## src/rtl/isr_pkg.sv

```systemverilog
package isr_pkg;

    localparam int STAT_W = 8;
    localparam int ADDR_W = 2;

    typedef enum logic [ADDR_W-1:0] {
        SEL_STATUS = 2'd0,
        SEL_MASK   = 2'd1,
        SEL_CTRL   = 2'd2,
        SEL_RSVD   = 2'd3
    } reg_sel_e;

    // bit 1: change-of-state, bit 0: show masked events
    typedef struct packed {
        logic cos_all;
        logic show_masked;
    } ctrl_t;

    localparam int CTRL_W = $bits(ctrl_t);

    typedef logic [STAT_W-1:0] stat_t;

    // Alarm transition detector: rising only, or any change.
    function automatic stat_t alarm_edges(stat_t cur, stat_t prev, logic both);
        return both ? (cur ^ prev) : (cur & ~prev);
    endfunction

    // Recording gate: unmasked bits always, masked bits only when shown.
    function automatic stat_t record_gate(stat_t ev, stat_t mask, logic show);
        return ev & (~mask | {STAT_W{show}});
    endfunction

    function automatic stat_t ctrl_to_word(ctrl_t c);
        stat_t w;
        w = '0;
        w[CTRL_W-1:0] = c;
        return w;
    endfunction

endpackage

```

## src/rtl/isr_alarm_edge.sv

```systemverilog
module isr_alarm_edge
    import isr_pkg::*;
#(
    parameter stat_t ALARM_BITS = 8'h30
) (
    input  logic  clk,
    input  logic  rst,
    input  stat_t lvl,
    input  stat_t pulse_in,
    input  logic  both_edges,
    output stat_t ev_out
);

    stat_t lvl_q;
    stat_t edges;

    always_ff @(posedge clk) begin
        if (rst) lvl_q <= '0;
        else     lvl_q <= lvl & ALARM_BITS;
    end

    always_comb edges = alarm_edges(lvl & ALARM_BITS, lvl_q, both_edges);

    for (genvar i = 0; i < STAT_W; i++) begin : g_src
        if (ALARM_BITS[i]) begin : g_alarm
            assign ev_out[i] = edges[i];
        end else begin : g_pulse
            assign ev_out[i] = pulse_in[i];
        end
    end

    AST_RISE_ONLY: assert property (@(posedge clk) disable iff (rst)
        !both_edges |-> ((ev_out & ALARM_BITS & ~lvl) == '0));

endmodule

```

## src/rtl/isr_cfg_regs.sv

```systemverilog
module isr_cfg_regs
    import isr_pkg::*;
#(
    parameter stat_t RST_MASK = 8'hFF
) (
    input  logic     clk,
    input  logic     rst,
    input  logic     wr,
    input  reg_sel_e sel,
    input  stat_t    wdata,
    output stat_t    mask_q,
    output ctrl_t    ctrl_q
);

    always_ff @(posedge clk) begin
        if (rst) begin
            mask_q <= RST_MASK;
            ctrl_q <= '0;
        end else if (wr) begin
            if (sel == SEL_MASK) mask_q <= wdata;
            if (sel == SEL_CTRL) ctrl_q <= ctrl_t'(wdata[CTRL_W-1:0]);
        end
    end

    AST_MASK_HOLDS: assert property (@(posedge clk) disable iff (rst)
        !(wr && sel == SEL_MASK) |=> $stable(mask_q));

endmodule

```

## src/rtl/isr_status_core.sv

```systemverilog
module isr_status_core
    import isr_pkg::*;
(
    input  logic  clk,
    input  logic  rst,
    input  stat_t ev,
    input  stat_t mask,
    input  logic  show_masked,
    input  logic  clr,
    output stat_t status_q,
    output logic  irq
);

    stat_t rec;

    always_comb rec = record_gate(ev, mask, show_masked);

    always_ff @(posedge clk) begin
        if (rst) status_q <= '0;
        else     status_q <= (clr ? '0 : status_q) | rec;
    end

    always_comb irq = |(status_q & ~mask);

    AST_STICKY_BITS: assert property (@(posedge clk) disable iff (rst)
        !clr |=> ((status_q & $past(status_q)) == $past(status_q)));

    AST_READ_CLEARS: assert property (@(posedge clk) disable iff (rst)
        (clr && ev == '0) |=> (status_q == '0));

    AST_HIDDEN_DROPPED: assert property (@(posedge clk) disable iff (rst)
        (!show_masked && !clr) |=> ((status_q & ~$past(status_q) & $past(mask)) == '0));

    AST_IRQ_HOLD: assert property (@(posedge clk) disable iff (rst)
        (irq && !clr) |=> (irq || (mask != $past(mask))));

endmodule

```

## src/rtl/isr_clr_on_read.sv

```systemverilog
module isr_clr_on_read
    import isr_pkg::*;
#(
    parameter stat_t ALARM_BITS = 8'h30,
    parameter stat_t RST_MASK   = 8'hFF
) (
    input  logic              clk,
    input  logic              rst,
    input  logic [ADDR_W-1:0] reg_addr,
    input  logic              reg_wr,
    input  logic              reg_rd,
    input  logic [STAT_W-1:0] reg_wdata,
    output logic [STAT_W-1:0] reg_rdata,
    input  logic [STAT_W-1:0] evt_pulse,
    input  logic [STAT_W-1:0] alarm_lvl,
    output logic              irq
);

    reg_sel_e sel;
    stat_t    mask_q;
    ctrl_t    ctrl_q;
    stat_t    ev;
    stat_t    status_q;
    stat_t    rd_mux;
    logic     clr;

    always_comb sel = reg_sel_e'(reg_addr);
    always_comb clr = reg_rd && (sel == SEL_STATUS);

    isr_cfg_regs #(.RST_MASK(RST_MASK)) u_cfg (
        .clk    (clk),
        .rst    (rst),
        .wr     (reg_wr),
        .sel    (sel),
        .wdata  (reg_wdata),
        .mask_q (mask_q),
        .ctrl_q (ctrl_q)
    );

    isr_alarm_edge #(.ALARM_BITS(ALARM_BITS)) u_edge (
        .clk        (clk),
        .rst        (rst),
        .lvl        (alarm_lvl),
        .pulse_in   (evt_pulse),
        .both_edges (ctrl_q.cos_all),
        .ev_out     (ev)
    );

    isr_status_core u_core (
        .clk         (clk),
        .rst         (rst),
        .ev          (ev),
        .mask        (mask_q),
        .show_masked (ctrl_q.show_masked),
        .clr         (clr),
        .status_q    (status_q),
        .irq         (irq)
    );

    always_comb begin
        unique case (sel)
            SEL_STATUS: rd_mux = status_q;
            SEL_MASK:   rd_mux = mask_q;
            SEL_CTRL:   rd_mux = ctrl_to_word(ctrl_q);
            default:    rd_mux = '0;
        endcase
    end

    always_ff @(posedge clk) begin
        if (rst)         reg_rdata <= '0;
        else if (reg_rd) reg_rdata <= rd_mux;
    end

    AST_RESET_CLEAN: assert property (@(posedge clk) disable iff (rst)
        $fell(rst) |-> (status_q == '0 && !irq && reg_rdata == '0));

    AST_READ_OLD: assert property (@(posedge clk) disable iff (rst)
        clr |=> (reg_rdata == $past(status_q)));

endmodule

```

## config.mk

```make
export PLATFORM = sky130hd
export DESIGN_NAME = isr_clr_on_read
export DESIGN_NICKNAME = d
export VERILOG_FILES = /design/src/rtl/isr_pkg.sv /design/src/rtl/isr_alarm_edge.sv /design/src/rtl/isr_cfg_regs.sv /design/src/rtl/isr_status_core.sv /design/src/rtl/isr_clr_on_read.sv
export SDC_FILE = /design/constraint.sdc
export NUM_CORES = 1
export LEC_CHECK = 0
export ABC_AREA = 1
export BUFFER_PORTS_ARGS = -buffer_cell sky130_fd_sc_hd__clkbuf_2
export CORE_MARGIN = 4
export CORE_UTILIZATION = 50
export DETAILED_ROUTE_END_ITERATION = 6
export GPL_TIMING_DRIVEN = 1
export PLACE_DENSITY = 0.88
export SLEW_MARGIN = 20
export SYNTH_ARGS = -nofsm -noshare
export SYNTH_HDL_FRONTEND = slang
export SYNTH_SLANG_ARGS = --single-unit
```

## constraint.sdc

```tcl
create_clock -name clk -period 1.22 [get_ports clk]
set_input_delay 0 -clock clk [delete_from_list [all_inputs] [get_ports clk]]
set_output_delay 0 -clock clk [all_outputs]
set_load 0.02 [all_outputs]
```

==> impl_metrics.tcl <==
set metrics [dict create \
    status "finished with violations" \
    violations "negative setup slack" \
    die_area_mm2 0.00341 \
    final_common_cell "nand2_1" \
    stdcell_area_mm2 0.00175 \
    antenna_left 0 \
    post-route-period-util 1.02 \
    grt_overflow 0 \
    setup_viol 1 \
    synth_nets 202 \
    layout_min_cycle_time_ns 1.24 \
    vias_per_cell 5.12 \
    fin_tns_setup_ns -0.0205 \
    grt_pass1_vias 1279 \
    die_x_um 58.4 \
    worstSkewPairLatency_ns 0.33 \
    yosys_warnings 0 \
    cts_root_buf "clkbuf_4" \
    path_cells "inv_1, a21oi_2, nand3b_1, clkbuf_8" \
    drive_gt1_frac 0.306 \
    drt_first_pass_iters 4 \
    grt_pass1_wl_um 5490 \
    worstMarginPinSlew_ns 0.265 \
    seq_area_frac_synth 0.441 \
    avgSynthCellArea_um2 7.47 \
    rsz0062_at_grt "true" \
    netlist_area_mm2 0.00127 \
    ir_drop_mv 0.954 \
    io_pins 39 \
    grt_usage 0.207 \
    netlist-cell-type-count 19 \
    finClkSkew_ns 0.00362 \
    netlist.area_leader.share 0.441 \
    slew_headroom 0.823 \
    cts_buffers 3 \
    clk_path_buf_depth 2 \
    start_util 0.548 \
    mostFrequentLayoutCells "nand2_1, clkbuf_2, dfxtp_1, dlygate4sd3_1, nand3_1" \
    first_iter_violations 39 \
    path_buf_inv 2 \
    cp_top_family "flip-flops" \
    synth_top_cell_by_area "dfxtp_1" \
    area_delta_synth_final_pct 37.4 \
    maxCapViolCount 0 \
    synthTopCellsByArea "dfxtp_1, nand2_1, o211ai_2, nand3_1, inv_1" \
    placed_area_mm2 0.00146 \
    final-hold-violation-count 0 \
    antenna_found_initial 0 \
    end_kind "primary output" \
    grt_start_max_net_pins 15 \
    dp_hpwl_um 2110 \
    worstHoldPathType "in2reg" \
    p_per_area_mw_per_mm2 976 \
    startpoint_type "register" \
    cts_tree "built" \
    gp_congestion 0.824 \
    clk_pin_slew_ns 0.14 \
    fmax_ghz 0.806 \
    design.core.area_mm2 0.00232 \
    worst-endpoint-required_ns 1.22 \
    cts_htree_levels 1 \
    cp_data_arrival_time_ns 1.24 \
    drc 0 \
    cts.sinks 28 \
    ys_ff_latch 28 \
    reg2reg_slack_ns 0.04 \
    p_total_mw 1.70 \
    insertedDiodeCount 0 \
    nets 263 \
    critPathMaxStageDelay_ns 0.40 \
    p_leak_nw 0.861 \
    wire_per_inst_um 12.4 \
    crit_type "reg2out" \
    synthCells 170 \
    cp_max_fo 3 \
    rows 17 \
    via_count 1315 \
    report.final.slew_viol_count 0 \
    cpMaxStageDelayCell "dfxtp_1" \
    setup_ws_ns -0.0205 \
    routed_wl_um 3190 \
    portBuffers 30 \
    die_h_um 58.4 \
    whs_ns 0.0275 \
]
-- Yosys cell counts --
cell type,n
nand2_1,52
dfxtp_1,28
inv_1,23
nand3_1,19
a21oi_1,13
o211ai_2,8
o21ai_0,8
nor2_1,4
buf_6,2
ha_1,2
inv_2,2
o211ai_1,2
and3_1,1
buf_2,1
buf_4,1
clkbuf_1,1
nand2_2,1
nand3b_1,1
nand4_1,1
-- state kept, by name, indices dropped and copies added (netlist names) --
register	flops
reg_rdata	8
u_cfg.mask_q	8
u_core.status_q	8
u_cfg.ctrl_q	2
u_edge.lvl_q	2
-- per-layer routing --
metal,global-route usage,part of all wire
met4,0.0464,0.0091
met5,0,0
met3,0.0526,0.077
met2,0.352,0.50
met1,0.261,0.41
-- repair_timing --
action	in CTS	in global routing
hold endpoints to repair	18	0
hold buffers	20	0
setup endpoints to repair	1	2
buffers inserted	3	2
pin swaps	2	2
gates resized for setup	13	4
-- through the flow --
stage / util / worst slack (ns) / std cells
detailed placement: 0.630 / 0.252 / 229
finish: 0.753 / -0.0205 / 257
global route: 0.753 / -0.0824 / 257
CTS: 0.743 / -0.0275 / 255
floorplan: - / 0.323 / 170
global placement: 0.630 / 0.249 / 229
-- cell families (layout without fill, tap and decap cells) --
logic type,Yosys count,count (layout),synth area share
compound gates,31,31,0.173
fa+ha+maj,2,2,0.0197
buf+inv,30,89,0.104
flops,28,28,0.441
simple gates,79,79,0.261
-- final timing paths --
path,from,to,depth (start not counted)
max reg2reg,u_cfg.mask_q[5],u_cfg.mask_q[5],3
min,rst,u_core.status_q[3],3
min reg2reg,reg_rdata[1],reg_rdata[1],2
max,u_cfg.mask_q[4],irq,4
-- power breakdown --
part           leakage (nW)  internal, mW  total (mW)  switching (mW)
Clock                0.0138         0.116       0.381           0.265
Sequential            0.227         0.966        1.00          0.0356
Combinational         0.620         0.158       0.320           0.163
Total                 0.861          1.24        1.70           0.464
-- worst register-to-register path, cell delays in order (launching register included) --
cell and delay, ns:
dfxtp_2 0.36, inv_1 0.06, o211ai_2 0.15, dlygate4sd3_1 0.56
-- cell type report --
cell class	count	area, um^2
multi-input cells	112	583
fillers	177	573
flip-flops and latches	28	569
repair buffers	61	442
inverters	25	93.8
well taps	28	35.0
clock buffers	3	22.5
No activity file was read; power rests on OpenSTA's default activity.
